==> config.mk <==
export PLATFORM = sky130hd
export DESIGN_NAME = excEntryUnit
export DESIGN_NICKNAME = d
export VERILOG_FILES = /design/src/rtl/excEntryPkg.sv /design/src/rtl/excEntryCtrl.sv /design/src/rtl/excEntryData.sv /design/src/rtl/excEntryUnit.sv
export SDC_FILE = /design/constraint.sdc
export NUM_CORES = 1
export LEC_CHECK = 0
export BUFFER_PORTS_ARGS = -buffer_cell sky130_fd_sc_hd__buf_2
export CORE_MARGIN = 3
export CORE_UTILIZATION = 50
export CTS_BUF_LIST = sky130_fd_sc_hd__clkbuf_8
export DETAILED_ROUTE_END_ITERATION = 10
export GPL_ROUTABILITY_DRIVEN = 0
export PLACE_DENSITY = 0.95
export SLEW_MARGIN = 20
export SYNTH_ARGS = -nofsm -noshare
export SYNTH_HDL_FRONTEND = slang
export SYNTH_HIERARCHICAL = 1
export SYNTH_SLANG_ARGS = --single-unit
==> constraint.sdc <==
create_clock -name clk -period 1.03 [get_ports clk]
set_input_delay 0.103 -clock clk [delete_from_list [all_inputs] [get_ports clk]]
set_output_delay 0.103 -clock clk [all_outputs]
set_load 0.01 [all_outputs]
==> src/rtl/excEntryPkg.sv <==
package excEntryPkg;

  localparam int unsigned WORD_W = 32;

  // Status word bit positions whose behaviour is fixed by the entry rules.
  localparam int unsigned MODE_LO   = 0;
  localparam int unsigned MODE_W    = 5;
  localparam int unsigned BIT_STATE = 5;
  localparam int unsigned BIT_FMASK = 6;
  localparam int unsigned BIT_IMASK = 7;
  localparam int unsigned BIT_AMASK = 8;
  localparam int unsigned BIT_ENDIAN = 9;

  localparam logic [MODE_W-1:0] MODE_IRQ = 5'b10010;
  localparam logic [MODE_W-1:0] MODE_FIQ = 5'b10001;

  // Strobes passed from control to datapath.
  typedef struct packed {
    logic enter;   // an exception entry happens this cycle
    logic fiqSel;  // entry is of the fast kind
  } entryStrobe_t;

endpackage

==> src/rtl/excEntryCtrl.sv <==
module excEntryCtrl
  import excEntryPkg::*;
(
  input  logic         takeIrq,
  input  logic         takeFiq,
  output entryStrobe_t strobe
);

  // Fast request dominates; either request starts an entry.
  always_comb begin
    strobe        = '0;
    strobe.enter  = takeIrq | takeFiq;
    strobe.fiqSel = takeFiq;
  end

endmodule

==> src/rtl/excEntryData.sv <==
module excEntryData
  import excEntryPkg::*;
#(
  parameter int unsigned ADDR_W      = 32,
  parameter int unsigned PSR_W       = 32,
  parameter int unsigned LINK_STEP   = 4,
  parameter logic [31:0] LOW_BASE    = 32'h0000_0000,
  parameter logic [31:0] HIGH_BASE   = 32'hFFFF_0000,
  parameter logic [7:0]  IRQ_OFFSET  = 8'h18,
  parameter logic [7:0]  FIQ_OFFSET  = 8'h1C
)(
  input  logic              clk,
  input  logic              rstN,
  input  entryStrobe_t      strobe,
  input  logic [ADDR_W-1:0] curPc,
  input  logic [PSR_W-1:0]  curPsr,
  input  logic              endianCfg,
  input  logic              highVec,
  output logic [ADDR_W-1:0] linkOut,
  output logic [PSR_W-1:0]  savedPsrOut,
  output logic [PSR_W-1:0]  newPsrOut,
  output logic [ADDR_W-1:0] newPcOut,
  output logic              entryValid
);

  localparam logic [ADDR_W-1:0] STEP_EXT  = ADDR_W'(LINK_STEP);
  localparam logic [ADDR_W-1:0] LOW_EXT   = ADDR_W'(LOW_BASE);
  localparam logic [ADDR_W-1:0] HIGH_EXT  = ADDR_W'(HIGH_BASE);
  localparam logic [ADDR_W-1:0] IRQ_EXT   = ADDR_W'(IRQ_OFFSET);
  localparam logic [ADDR_W-1:0] FIQ_EXT   = ADDR_W'(FIQ_OFFSET);

  logic [ADDR_W-1:0] linkNext;
  logic [ADDR_W-1:0] vecBase;
  logic [ADDR_W-1:0] vecAddr;
  logic [ADDR_W-1:0] pcNext;
  logic [PSR_W-1:0]  psrNext;

  // Return link: incremented address on entry, plain copy when idle.
  always_comb begin
    linkNext = strobe.enter ? (curPc + STEP_EXT) : curPc;
  end

  // Vector address selection.
  always_comb begin
    vecBase = highVec ? HIGH_EXT : LOW_EXT;
    vecAddr = vecBase | (strobe.fiqSel ? FIQ_EXT : IRQ_EXT);
    pcNext  = strobe.enter ? vecAddr : curPc;
  end

  // Status rewrite; untouched bits fall through from curPsr.
  always_comb begin
    psrNext = curPsr;
    if (strobe.enter) begin
      psrNext[BIT_STATE]  = 1'b0;
      psrNext[BIT_IMASK]  = 1'b1;
      psrNext[BIT_AMASK]  = 1'b1;
      psrNext[BIT_ENDIAN] = endianCfg;
      if (strobe.fiqSel) begin
        psrNext[MODE_LO +: MODE_W] = MODE_FIQ;
        psrNext[BIT_FMASK]         = 1'b1;
      end else begin
        psrNext[MODE_LO +: MODE_W] = MODE_IRQ;
      end
    end
  end

  always_ff @(posedge clk or negedge rstN) begin
    if (!rstN) begin
      linkOut     <= '0;
      savedPsrOut <= '0;
      newPsrOut   <= '0;
      newPcOut    <= '0;
      entryValid  <= 1'b0;
    end else begin
      linkOut     <= linkNext;
      savedPsrOut <= curPsr;
      newPsrOut   <= psrNext;
      newPcOut    <= pcNext;
      entryValid  <= strobe.enter;
    end
  end

  // Marks that the outputs were loaded at least once since reset.
  logic armed;
  always_ff @(posedge clk or negedge rstN) begin
    if (!rstN) armed <= 1'b0;
    else       armed <= 1'b1;
  end

  a_r2_link_step: assert property (@(posedge clk) disable iff (!rstN)
    (armed && entryValid) |-> (linkOut == $past(curPc) + STEP_EXT));

  a_r3_saved_copy: assert property (@(posedge clk) disable iff (!rstN)
    armed |-> (savedPsrOut == $past(curPsr)));

  a_r4_fixed_bits: assert property (@(posedge clk) disable iff (!rstN)
    (armed && entryValid) |->
      (!newPsrOut[BIT_STATE] && newPsrOut[BIT_IMASK] && newPsrOut[BIT_AMASK]));

  a_r5_endian: assert property (@(posedge clk) disable iff (!rstN)
    (armed && entryValid) |-> (newPsrOut[BIT_ENDIAN] == $past(endianCfg)));

  a_r7_fiq_mode: assert property (@(posedge clk) disable iff (!rstN)
    (armed && entryValid && $past(strobe.fiqSel)) |->
      (newPsrOut[MODE_LO +: MODE_W] == MODE_FIQ && newPsrOut[BIT_FMASK]));

  a_r11_idle_hold: assert property (@(posedge clk) disable iff (!rstN)
    (armed && !entryValid) |->
      (newPcOut == $past(curPc) && newPsrOut == $past(curPsr)));

  a_r12_upper_pass: assert property (@(posedge clk) disable iff (!rstN)
    armed |-> (newPsrOut[PSR_W-1:BIT_ENDIAN+1] == $past(curPsr[PSR_W-1:BIT_ENDIAN+1])));

  a_r13_valid_timing: assert property (@(posedge clk) disable iff (!rstN)
    armed |-> (entryValid == ($past(takeAny))));

  logic takeAny;
  assign takeAny = strobe.enter;

endmodule

==> src/rtl/excEntryUnit.sv <==
module excEntryUnit
  import excEntryPkg::*;
#(
  parameter int unsigned ADDR_W = 32,
  parameter int unsigned PSR_W  = 32
)(
  input  logic              clk,
  input  logic              rstN,
  input  logic [ADDR_W-1:0] curPc,
  input  logic [PSR_W-1:0]  curPsr,
  input  logic              endianCfg,
  input  logic              highVec,
  input  logic              takeIrq,
  input  logic              takeFiq,
  output logic [ADDR_W-1:0] linkOut,
  output logic [PSR_W-1:0]  savedPsrOut,
  output logic [PSR_W-1:0]  newPsrOut,
  output logic [ADDR_W-1:0] newPcOut,
  output logic              entryValid
);

  entryStrobe_t strobe;

  excEntryCtrl u_ctrl (
    .takeIrq (takeIrq),
    .takeFiq (takeFiq),
    .strobe  (strobe)
  );

  excEntryData #(
    .ADDR_W (ADDR_W),
    .PSR_W  (PSR_W)
  ) u_data (
    .clk         (clk),
    .rstN        (rstN),
    .strobe      (strobe),
    .curPc       (curPc),
    .curPsr      (curPsr),
    .endianCfg   (endianCfg),
    .highVec     (highVec),
    .linkOut     (linkOut),
    .savedPsrOut (savedPsrOut),
    .newPsrOut   (newPsrOut),
    .newPcOut    (newPcOut),
    .entryValid  (entryValid)
  );

  // a cycle with both requests is treated as a fast entry.
  a_r10_fiq_priority: assert property (@(posedge clk) disable iff (!rstN)
    (takeIrq && takeFiq) |=> (!rstN || newPcOut[7:0] == 8'h1C));

endmodule

* Word level (Yosys, flattened, before mapping)
Cells that the tools add are included.
** Word-level totals
- Input bits :: 70
- Register bits :: 129
- Output and inout bits :: 129
- Logic and storage cells :: 15
** Cells by class
- Mux-type cells :: 7
- Add/subtract/negate cells :: 1
- Bitwise logic cells :: 2
** Operators with widths (count)
- $mux W32 :: 3
- $add A32 B3 Y32 const B :: 1
- $or A32 B32 Y32 :: 1
- $mux W10 :: 1
- $mux W3 :: 1
- $mux W2 :: 1
- $mux W1 :: 1
- $or A1 B1 Y1 :: 1

* Logic depth before layout (Yosys ltp)
Gate-level depths: netlist of run 1.
- Depth after elaboration :: 3
- Depth in mapped cells :: 6
- Depth with buffers taken out :: 5

* Cells and area by module
Netlist of run 1, hierarchy kept.
** Modules (own cells, without submodules)
- excEntryData :: sequential area each 2677.6 um2, instances 1, cells each 283, area an instance 3834.9 um2
- excEntryCtrl :: sequential area each 0.0 um2, instances 1, cells each 2, area an instance 13.8 um2

* Least setup slack after synthesis of run 1
Ideal clock, no wire load.
- Kind :: input to register
- From :: in takeFiq
- To :: reg u_data.linkOut[24]
- Buffers on the path :: 1
- Path slack :: -294 ps
- Required time :: 907 ps
- Arrival :: 1201 ps
- Stages :: 6
- Library setup time :: 123 ps
- Cells stage by stage :: or2_1 buf_2 nand4_1 nor4_2 nand4_1 xnor2_1
** On the way
- Word-level cells in the longest chain between the ends :: 2
** Ends and longest elaborated chain
- start: declaration :: RTL line excEntryUnit.sv:14 : input logic takeFiq,
- $or A1 B1 Y1 :: RTL line excEntryCtrl.sv:12 : strobe.enter = takeIrq | takeFiq;
- $mux W32 :: RTL line excEntryData.sv:40 : linkNext = strobe.enter ? (curPc + STEP_EXT) : curPc;
- net u_data.linkNext[24] :: RTL line excEntryData.sv:32 : logic [ADDR_W-1:0] linkNext;
- end signal: assignment :: RTL line excEntryData.sv:75 : linkOut <= linkNext;
- end: declaration :: RTL line excEntryData.sv:19 : output logic [ADDR_W-1:0] linkOut,
The timed path passes the listed nets, and every way through them passes these cells.

==> metrics.cfg, run 1 <==
[run_status]
violations=setup timing
status=finished, violations left

[sta]
fin_crit_sh_pct=102
setup_viol_count_final=9
finalCriticalPeriod_ps=1050
setup_tns_ps=-89.6
finalMaxSlewViolations=0
grt_setup_unrepaired=true
hold_viol=0
worstMarginPinSlew_ps=337
timing.final.ws_setup_ps=-23.0
fmax_mhz=950
maxSlewHeadroom_pct=77.4

[setup_path]
critical_path.top_delay_family=flip-flops
worst_path_max_delay_cell=dfrtp_1
cp_max_fo=2
crit_buf_inv=1
crit_end=savedPsrOut[29]
critical-path-max-stage-delay_ps=430
path_cells=buf_2
crit_start=u_data/newPsrOut[29]
endpoint_kind=output port
cp_num_cells=1
start_kind=register
worstSetupPathType=reg2out
cp.required_ps=930
arrival_ps=950

[drt]
first_pass_iters=4
drt_iter0_drc=138
wl_per_cell_um=19.3
viasPerCell=4.96
drcViolationCount=0
antenna_left=0
totalWireLength_um=12600
vias=3246

[finish]
syn2layout_area_growth_pct=52.3
drive_gt1_share_pct=50.2
stdcell_area_sq_um=5860
fillers=401
final_cells=654
nets=620

[floorplan]
io_pins=199
num_rows=31
start_util_pct=52.2
core_area_sq_um=7370
die_y_um=93.7
fp.dieW_um=93.7
dieArea_sq_um=8790

[synth]
syn_inst=285
yosys_register_bits=107
synth-seq-area-share_pct=69.6
syn_area_per_cell_sq_um=13.5
synthesis.nets=356
ys_warn_count=6
synth_area_sq_um=3850
synth_cell_types=31

[grt]
antenna_found_initial=1
grt_max_degree=43
grtUsageTotal_pct=27.3
grt_overflow=0
grt_pass1_vias=3418
grt_pass1_wl_um=17900

[min_path]
hold_class=in2reg

[power]
p_switching_uw=2250
power_frac_comb_pct=15.3
swShare_pct=26.4
irDropWorstVdd_mv=0.773
p_leak_uw=0.00297
pwr_density_cell_nw_per_um2=1450
internal-power_uw=6270
seqPwrFrac_pct=53.1
pwr-share-clk_pct=31.6
power.total_uw=8520

[clock_network]
htree_levels=3
cts_tree=built
cts_buffers=9
cts.sinks=107
clkSlewWorstSetupHoldPaths_ps=110
cts_buffer_depth=2
cts_root_buffer=clkbuf_8

[place]
post-dp-hpwl_um=7760
portBuffers=198
placed_cells=592
postPlaceCellArea_sq_um=5120

[job]
maxCapViolCount=0

[worst min path at each step]
stage / from / endpoint / slack (ps) / cells past startpoint
2_1_floorplan: rstN / u_data/entryValid / -190 / 0
4_1_cts: curPc[21] / u_data/linkOut[21] / 10 / 3
6_report: curPc[24] / u_data/linkOut[24] / 30 / 3
5_1_grt: curPc[20] / u_data/newPcOut[20] / 30 / 3
3_5_place_dp: rstN / u_data/newPsrOut[7] / 5 / 1
3_3_place_gp: rstN / u_data/newPsrOut[17] / 7 / 1
[Yosys cell counts]
library cell	instances	share of area (%)
dfrtp_1	107	70
xnor2_1	24	5.5
buf_4	23	4.5
inv_1	19	1.9
o21ai_0	18	2.3
nor2b_1	16	2.6
nand2_1	12	1.2
nand3_1	9	1.2
nand4_1	8	1.3
and3_1	6	0.98
or2_2	5	0.81
xor2_1	5	1.1
clkbuf_1	4	0.39
nor2_1	4	0.39
and4_1	3	0.68
nor3_1	3	0.39
and2_1	2	0.33
mux2_2	2	0.59
nor4_4	2	1.1
or2_1	2	0.33
buf_1	1	0.097
buf_2	1	0.13
ha_1	1	0.33
mux2i_1	1	0.26
nand2b_1	1	0.16
nand3b_1	1	0.20
nand4_2	1	0.33
nand4_4	1	0.55
nor3_2	1	0.26
nor4_2	1	0.33
or4_4	1	0.29
[sequential cells by signal, summed over array words and instances, names as in the netlist]
name and count:
u_data/entryValid 1, u_data/newPcOut 32, u_data/newPsrOut 32, u_data/linkOut 32
u_data/savedPsrOut 10
[metal layers]
| metal | share of wire (%) | GRT usage [%] | wire, um |
|---|---|---|---|
| met1 | 35 | 29.3 | 4370 |
| met2 | 54 | 49.6 | 6870 |
| met3 | 7.9 | 7.21 | 1000 |
| met4 | 3.2 | 12.8 | 405 |
| met5 | 0 | 0 | 0 |
[per-stage QoR]
step | util, % | setup WS (ps) | hold slack, ps
6_report | 79.6 | -23.0 | 26.1
2_1_floorplan | - | -108 | -193
3_5_place_dp | 69.5 | -377 | 5.48
4_1_cts | 78.3 | -4.47 | 14.5
3_3_place_gp | 69.5 | -306 | 6.92
5_1_grt | 79.6 | -73.0 | 31.1
[kinds of logic after synthesis]
family,synth area share [%]
buf+inv,6.96
compound gates,2.34
fa+ha+maj,0.325
mux,0.845
xor+xnor,6.60
simple gates,13.4
flops,69.6
[final cells by class]
| cell class | instances | area, sq um | area share (%) |
|---|---|---|---|
| Inverter | 19 | 71.3 | 1.22 |
| Antenna cell | 1 | 2.50 | 0.0427 |
| Tap cell | 99 | 124 | 2.11 |
| Timing Repair Buffer | 282 | 1840 | 31.3 |
| Multi-Input combinational cell | 130 | 941 | 16.0 |
| Clock inverter | 6 | 71.3 | 1.22 |
| Sequential cell | 107 | 2680 | 45.7 |
| Clock buffer | 10 | 138 | 2.35 |
[power by group through the flow]
stage / logic [uW] / registers (uW) / clock network [uW]
detailed placement: 1110 / 4580 / 0
floorplan: 293 / 4720 / 0
global placement: 1070 / 4570 / 0
global route: 1400 / 4540 / 2900
CTS: 1240 / 4500 / 2660
finish: 1300 / 4520 / 2690
[placed cells by master (no fill, tap or decap), drive strengths merged]
cell / Yosys / final
and2: 2 / 2
and3: 6 / 6
and4: 3 / 3
buf: 25 / 239
bufinv: 0 / 1
clkbuf: 4 / 10
clkinv: 0 / 2
clkinvlp: 0 / 1
dfrtp: 107 / 107
diode: 0 / 1
dlygate4sd3: 0 / 43
ha: 1 / 1
inv: 19 / 21
mux2: 2 / 2
mux2i: 1 / 1
nand2: 12 / 12
nand2b: 1 / 1
nand3: 9 / 9
nand3b: 1 / 1
nand4: 10 / 10
nor2: 4 / 4
nor2b: 16 / 16
nor3: 4 / 4
nor4: 3 / 3
o21ai: 18 / 18
or2: 7 / 7
or4: 1 / 1
xnor2: 24 / 24
xor2: 5 / 5
[repair_timing]
item                       in CTS  in global routing
hold endpoints to repair      157                  0
resized for setup               0                 18
hold buffers                   43                  0
pin swaps                       1                  1
setup buffers                   1                  1
setup endpoints to repair       3                 45
Power figures use the tool's default switching activity.
==> inputs of run 2 (changes only) <==
--- a/config.mk
+++ b/config.mk
@@ -5,9 +5,10 @@
 export SDC_FILE = /design/constraint.sdc
 export NUM_CORES = 1
 export LEC_CHECK = 0
+export ABC_AREA = 1
 export BUFFER_PORTS_ARGS = -buffer_cell sky130_fd_sc_hd__buf_2
 export CORE_MARGIN = 3
-export CORE_UTILIZATION = 50
+export CORE_UTILIZATION = 51
 export CTS_BUF_LIST = sky130_fd_sc_hd__clkbuf_8
 export DETAILED_ROUTE_END_ITERATION = 10
 export GPL_ROUTABILITY_DRIVEN = 0
==> metrics.cfg, run 2 <==
[sta]
maxSlewHeadroom_pct=79.5
finalCriticalPeriod_ps=1070
worstMarginPinSlew_ps=304
fmax_mhz=934
setup_viol_count_final=28
hold_viol=0
holdWs_ps=24.6
finalMaxSlewViolations=0
timing.final.ws_setup_ps=-40.8
fin_crit_sh_pct=104
grt_setup_unrepaired=true

[drt]
first_pass_iters=4
drt_iter0_drc=255
wl_per_cell_um=18.4
vias=3867
viasPerCell=5.04
antenna_left=0
totalWireLength_um=14100
drcViolationCount=0

[power]
irDropWorstVdd_mv=1.07
pwr_density_cell_nw_per_um2=1340
p_leak_uw=0.00335

[grt]
grtUsageMet3_pct=10.2
grt_max_degree=40
grt_overflow=0
grtUsageTotal_pct=28.7
grt.busiest_layer=met2
grt_use_met2_pct=51.1
grt_pass1_vias=3977
grt_pass1_wl_um=19600
antenna_found_initial=0
gr-usage-met1_pct=29.6

[run_status]
violations=setup timing
status=finished, violations left

[min_path]
worstHoldEndpoint=u_data/newPcOut[4]
hold_class=in2reg
holdPathStages=3
hold_start=curPc[4]

[synth]
synth-seq-area-share_pct=64.7
yosysTopAreaCell=dfrtp_1
synth_area_sq_um=4140
synth_cell_types=26
yosys_register_bits=107
synth-edff-count=0
syn_area_per_cell_sq_um=10.6
synth.most_common_cell=dfrtp_1
async_flop_share_pct=100
synthFlopType=dfrtp_1
ys_warn_count=6
ys_top_cells_by_count=107 x dfrtp_1, 69 x nand2_1, 50 x inv_1
synthesis.nets=462
synthTopCellsByArea=dfrtp_1 65%, nand2_1 6.3%, inv_1 4.5%
synth_top_area_share_pct=64.7
syn_inst=391

[setup_path]
worstSetupPathType=reg2out
endpoint_kind=output port
cp_num_cells=1
cp.required_ps=930
cp_max_fo=2
arrival_ps=970
worst_path_max_delay_cell=dfrtp_1
critical-path-max-stage-delay_ps=430
start_kind=register
path_cells=buf_2
crit_buf_inv=1
critical_path.top_delay_family=flip-flops

[floorplan]
core_area_sq_um=7810
dieArea_sq_um=9240
fp.dieW_um=96.1
num_rows=32
io_pins=199
die_y_um=96.1
start_util_pct=53.0

[clock_network]
cts.sinks=107
htree_levels=3
cts_buffer_depth=2
cts_buffers=9
cts_tree=built
cts_setup_buffers=0
clkSlewWorstSetupHoldPaths_ps=110
cts_root_buffer=clkbuf_8

[job]
maxCapViolCount=0

[finish]
fillers=443
drive_gt1_share_pct=42.6
reg_top3=u_data/linkOut (32), u_data/newPcOut (32), u_data/newPsrOut (32)
syn2layout_area_growth_pct=52.0
stdcell_area_sq_um=6300
layout_commonest_cell=buf_2
nets=731
final_cell_mix=167 x buf_2, 107 x dfrtp_1, 69 x nand2_1
n_antenna_cell=0

[place]
portBuffers=198
postPlaceCellArea_sq_um=5410
post-dp-hpwl_um=8870

-- run 2: cell count changes after synthesis, moves of 6 or more --
cell | previous run | this run
nand2_1 | 12 | 69
nor2b_1 | 16 | 0
xnor2_1 | 24 | 0
and3_1 | 6 | 0
nand2_2 | 0 | 6
nor2_2 | 0 | 7
nor2_1 | 4 | 42
nand3_1 | 9 | 16
xor2_1 | 5 | 19
inv_1 | 19 | 50
-- run 2: how the worst max path moves through the flow --
stage                               from                  to  slack (ps)
finish              u_data/newPsrOut[20]       newPsrOut[20]         -40
global route        u_data/newPsrOut[20]       newPsrOut[20]        -100
CTS                   u_data/linkOut[30]         linkOut[30]         -30
detailed placement               takeFiq  u_data/linkOut[29]        -220
global placement                curPc[2]  u_data/linkOut[30]        -150
floorplan                       curPc[2]  u_data/linkOut[30]         -20
-- run 2: area by class of cell --
cell class	instances	area, sq um	share of cell area (%)
sequential	107	2680	42.5
clock inverter	7	61.3	0.974
multi-input combinational	203	1070	17.0
timing repair buffer	288	2050	32.5
tap	102	128	2.03
inverter	51	191	3.04
clock buffer	9	124	1.97
-- run 2: routing by layer --
layer / routed length (um) / vias to the layer above
met4: 637 / 0
met3: 1390 / 54
met1: 4580 / 1871
li1: - / 1702
met2: 7490 / 240
met5: 0 / -
-- run 2: power breakdown --
group          internal (uW)  total (uW)  switching, uW
logic                    679        1450            772
registers               4430        4530           99.5
clock network            928        2470           1540
-- run 2: what timing repair did --
| action | in CTS | in global routing |
|---|---|---|
| hold buffers | 51 | 0 |
| endpoints found under the setup margin | 7 | 64 |
| gates resized for setup | 4 | 33 |
| cloned | 0 | 0 |
| endpoints found under the hold margin | 171 | 0 |
-- run 2: logic make-up after synthesis --
kind of cell | synth area share [%]
compound gates | 1.99
xor+xnor | 4.02
fa+ha+maj | 0.302
buf+inv | 9.85
flops | 64.7
simple gates | 19.2
-- run 2: stage by stage --
step / instances / setup slack, ps / power [uW] / setup TNS, ps / util (%)
6_report: 767 / -40.8 / 8450 / -406 / 80.6
3_3_place_gp: 700 / -151 / 5720 / -2960 / 69.3
4_1_cts: 767 / -30.2 / 8320 / -68.5 / 78.4
5_1_grt: 767 / -104 / 8780 / -2110 / 80.6
3_5_place_dp: 700 / -215 / 5770 / -4590 / 69.3
2_1_floorplan: 391 / -22.5 / 5070 / -22.5 / -
==> inputs of run 3 (changes only) <==
--- a/config.mk
+++ b/config.mk
@@ -5,10 +5,9 @@
 export SDC_FILE = /design/constraint.sdc
 export NUM_CORES = 1
 export LEC_CHECK = 0
-export ABC_AREA = 1
 export BUFFER_PORTS_ARGS = -buffer_cell sky130_fd_sc_hd__buf_2
 export CORE_MARGIN = 3
-export CORE_UTILIZATION = 51
+export CORE_UTILIZATION = 50
 export CTS_BUF_LIST = sky130_fd_sc_hd__clkbuf_8
 export DETAILED_ROUTE_END_ITERATION = 10
 export GPL_ROUTABILITY_DRIVEN = 0
@@ -16,5 +15,4 @@
 export SLEW_MARGIN = 20
 export SYNTH_ARGS = -nofsm -noshare
 export SYNTH_HDL_FRONTEND = slang
-export SYNTH_HIERARCHICAL = 1
 export SYNTH_SLANG_ARGS = --single-unit
==> metrics.cfg, run 3 <==
[run_status]
status=finished, violations left
violations=setup timing

[synth]
synth.most_common_cell=dfrtp_1
synth_cell_types=29
synth_area_sq_um=3790
synth-edff-count=0
ys_top_cells_by_count=107 x dfrtp_1, 22 x buf_4, 22 x xnor2_1
syn_inst=268
synth_top_area_share_pct=70.6
synth-seq-area-share_pct=70.6
async_flop_share_pct=100
synthTopCellsByArea=dfrtp_1 71%, xnor2_1 5.1%, buf_4 4.4%
yosysTopAreaCell=dfrtp_1
ys_warn_count=0
yosys_register_bits=107
synthFlopType=dfrtp_1
synthesis.nets=339
syn_area_per_cell_sq_um=14.2

[power]
p_switching_uw=2290
power.total_uw=8290
power_frac_comb_pct=16.7
seqPwrFrac_pct=54.7
swShare_pct=27.6
irDropWorstVdd_mv=0.949
internal-power_uw=6000
pwr-share-clk_pct=28.6
pwr_density_cell_nw_per_um2=1390
p_leak_uw=0.00303

[min_path]
holdPathStages=3
hold_class=in2reg

[finish]
final_cells=645
nets=613
postLayoutCoreUtil_pct=81.5
syn2layout_area_growth_pct=56.8
final_cell_mix=177 x buf_2, 107 x dfrtp_1, 48 x dlygate4sd3_1
layout_commonest_cell=buf_2
reg_top3=u_data.linkOut (32), u_data.newPcOut (32), u_data.savedPsrOut (31)
n_antenna_cell=0
drive_gt1_share_pct=50.4

[setup_path]
cp_max_fo=2
start_kind=register
critical-path-max-stage-delay_ps=430
crit_end=newPsrOut[12]
critical_path.top_delay_family=flip-flops
worstSetupPathType=reg2out
cp_num_cells=1
crit_buf_inv=1
endpoint_kind=output port
crit_start=u_data.savedPsrOut[12]
cp.required_ps=930
path_cells=buf_2
arrival_ps=970
worst_path_max_delay_cell=dfrtp_1

[sta]
fin_crit_sh_pct=104
hold_viol=0
worstMarginPinSlew_ps=674
finalMaxSlewViolations=0
fmax_mhz=936
timing.final.ws_setup_ps=-38.4
finalCriticalPeriod_ps=1070
setup_viol_count_final=23
holdWs_ps=20.1
grt_setup_unrepaired=true
maxSlewHeadroom_pct=55.0

[floorplan]
fp.dieW_um=93.1
io_pins=199
dieArea_sq_um=8670
num_rows=31
core_area_sq_um=7290
start_util_pct=52.0
die_y_um=93.1

[clock_network]
cts_buffer_depth=2
cts_buffers=9
htree_levels=3
cts_root_buffer=clkbuf_8
clkSlewWorstSetupHoldPaths_ps=110
cts_tree=built
cts.sinks=107

[place]
portBuffers=198
placed_cells=581
post-dp-hpwl_um=8230

[grt]
grt_overflow=0
grt_max_degree=37
antenna_found_initial=0
grtUsageTotal_pct=29.1
grt_pass1_vias=3485
grt_pass1_wl_um=18800

[job]
maxCapViolCount=0

[drt]
wl_per_cell_um=21.0
antenna_left=0
vias=3313
viasPerCell=5.14
drt_iter0_drc=123
drcViolationCount=0
totalWireLength_um=13500
first_pass_iters=4

## run 3: routing by layer
layer,vias to the layer above,share of wire [%],track usage [%]
li1,1409,-,-
met1,1626,33,30.4
met2,223,54,55.1
met3,55,8.1,7.88
met4,0,4.7,11.4
met5,-,0,0
## run 3: cells by family after synthesis
group / after synthesis / share of synthesized area, %
DFF: 107 / 70.6
and+or+nand+nor: 76 / 12.2
buffers and inverters: 32 / 5.44
xor gates and xnor gates: 29 / 6.70
AOI/OAI and AO/OA: 21 / 4.12
muxes: 2 / 0.594
adders and majority gates: 1 / 0.330
## run 3: cell type report
type / instances / area (sq um)
Inverter: 3 / 11.3
Clock buffer: 9 / 124
Tap cell: 99 / 124
Fill cell: 405 / 1350
Timing Repair Buffer: 292 / 1990
Sequential cell: 107 / 2680
Multi-Input combinational cell: 129 / 968
Clock inverter: 6 / 51.3
## run 3: power by group through the flow
stage	registers [uW]	logic [uW]	clock network (uW)
floorplan	4710	298	0
global route	4550	1470	2560
finish	4530	1390	2370
CTS	4500	1280	2340
detailed placement	4590	1140	0
global placement	4580	1090	0
## run 3: repair_timing
item,CTS,global route
hold buffers,46,2
resized for setup,0,29
setup buffers,0,1
setup endpoints to repair,0,60
endpoints found under the hold margin,165,2
## run 3: per-stage QoR
| step | TNS, ps | instance area, sq um | worst slack [ps] |
|---|---|---|---|
| floorplan | -1560 | 3840 | -149 |
| global placement | -8370 | 5120 | -268 |
| detailed placement | -10930 | 5120 | -360 |
| CTS | 0 | 5760 | 5.19 |
| global route | -1750 | 5950 | -61.7 |
| finish | -333 | 5950 | -38.4 |
## run 3: worst min-delay path by stage
stage / end / start
6_report: u_data.linkOut[25] / curPc[25]
5_1_grt: u_data.newPcOut[13] / curPc[13]
4_1_cts: u_data.newPcOut[12] / curPc[12]
3_5_place_dp: u_data.savedPsrOut[1] / rstN
3_3_place_gp: u_data.linkOut[5] / rstN
2_1_floorplan: u_data.entryValid / rstN
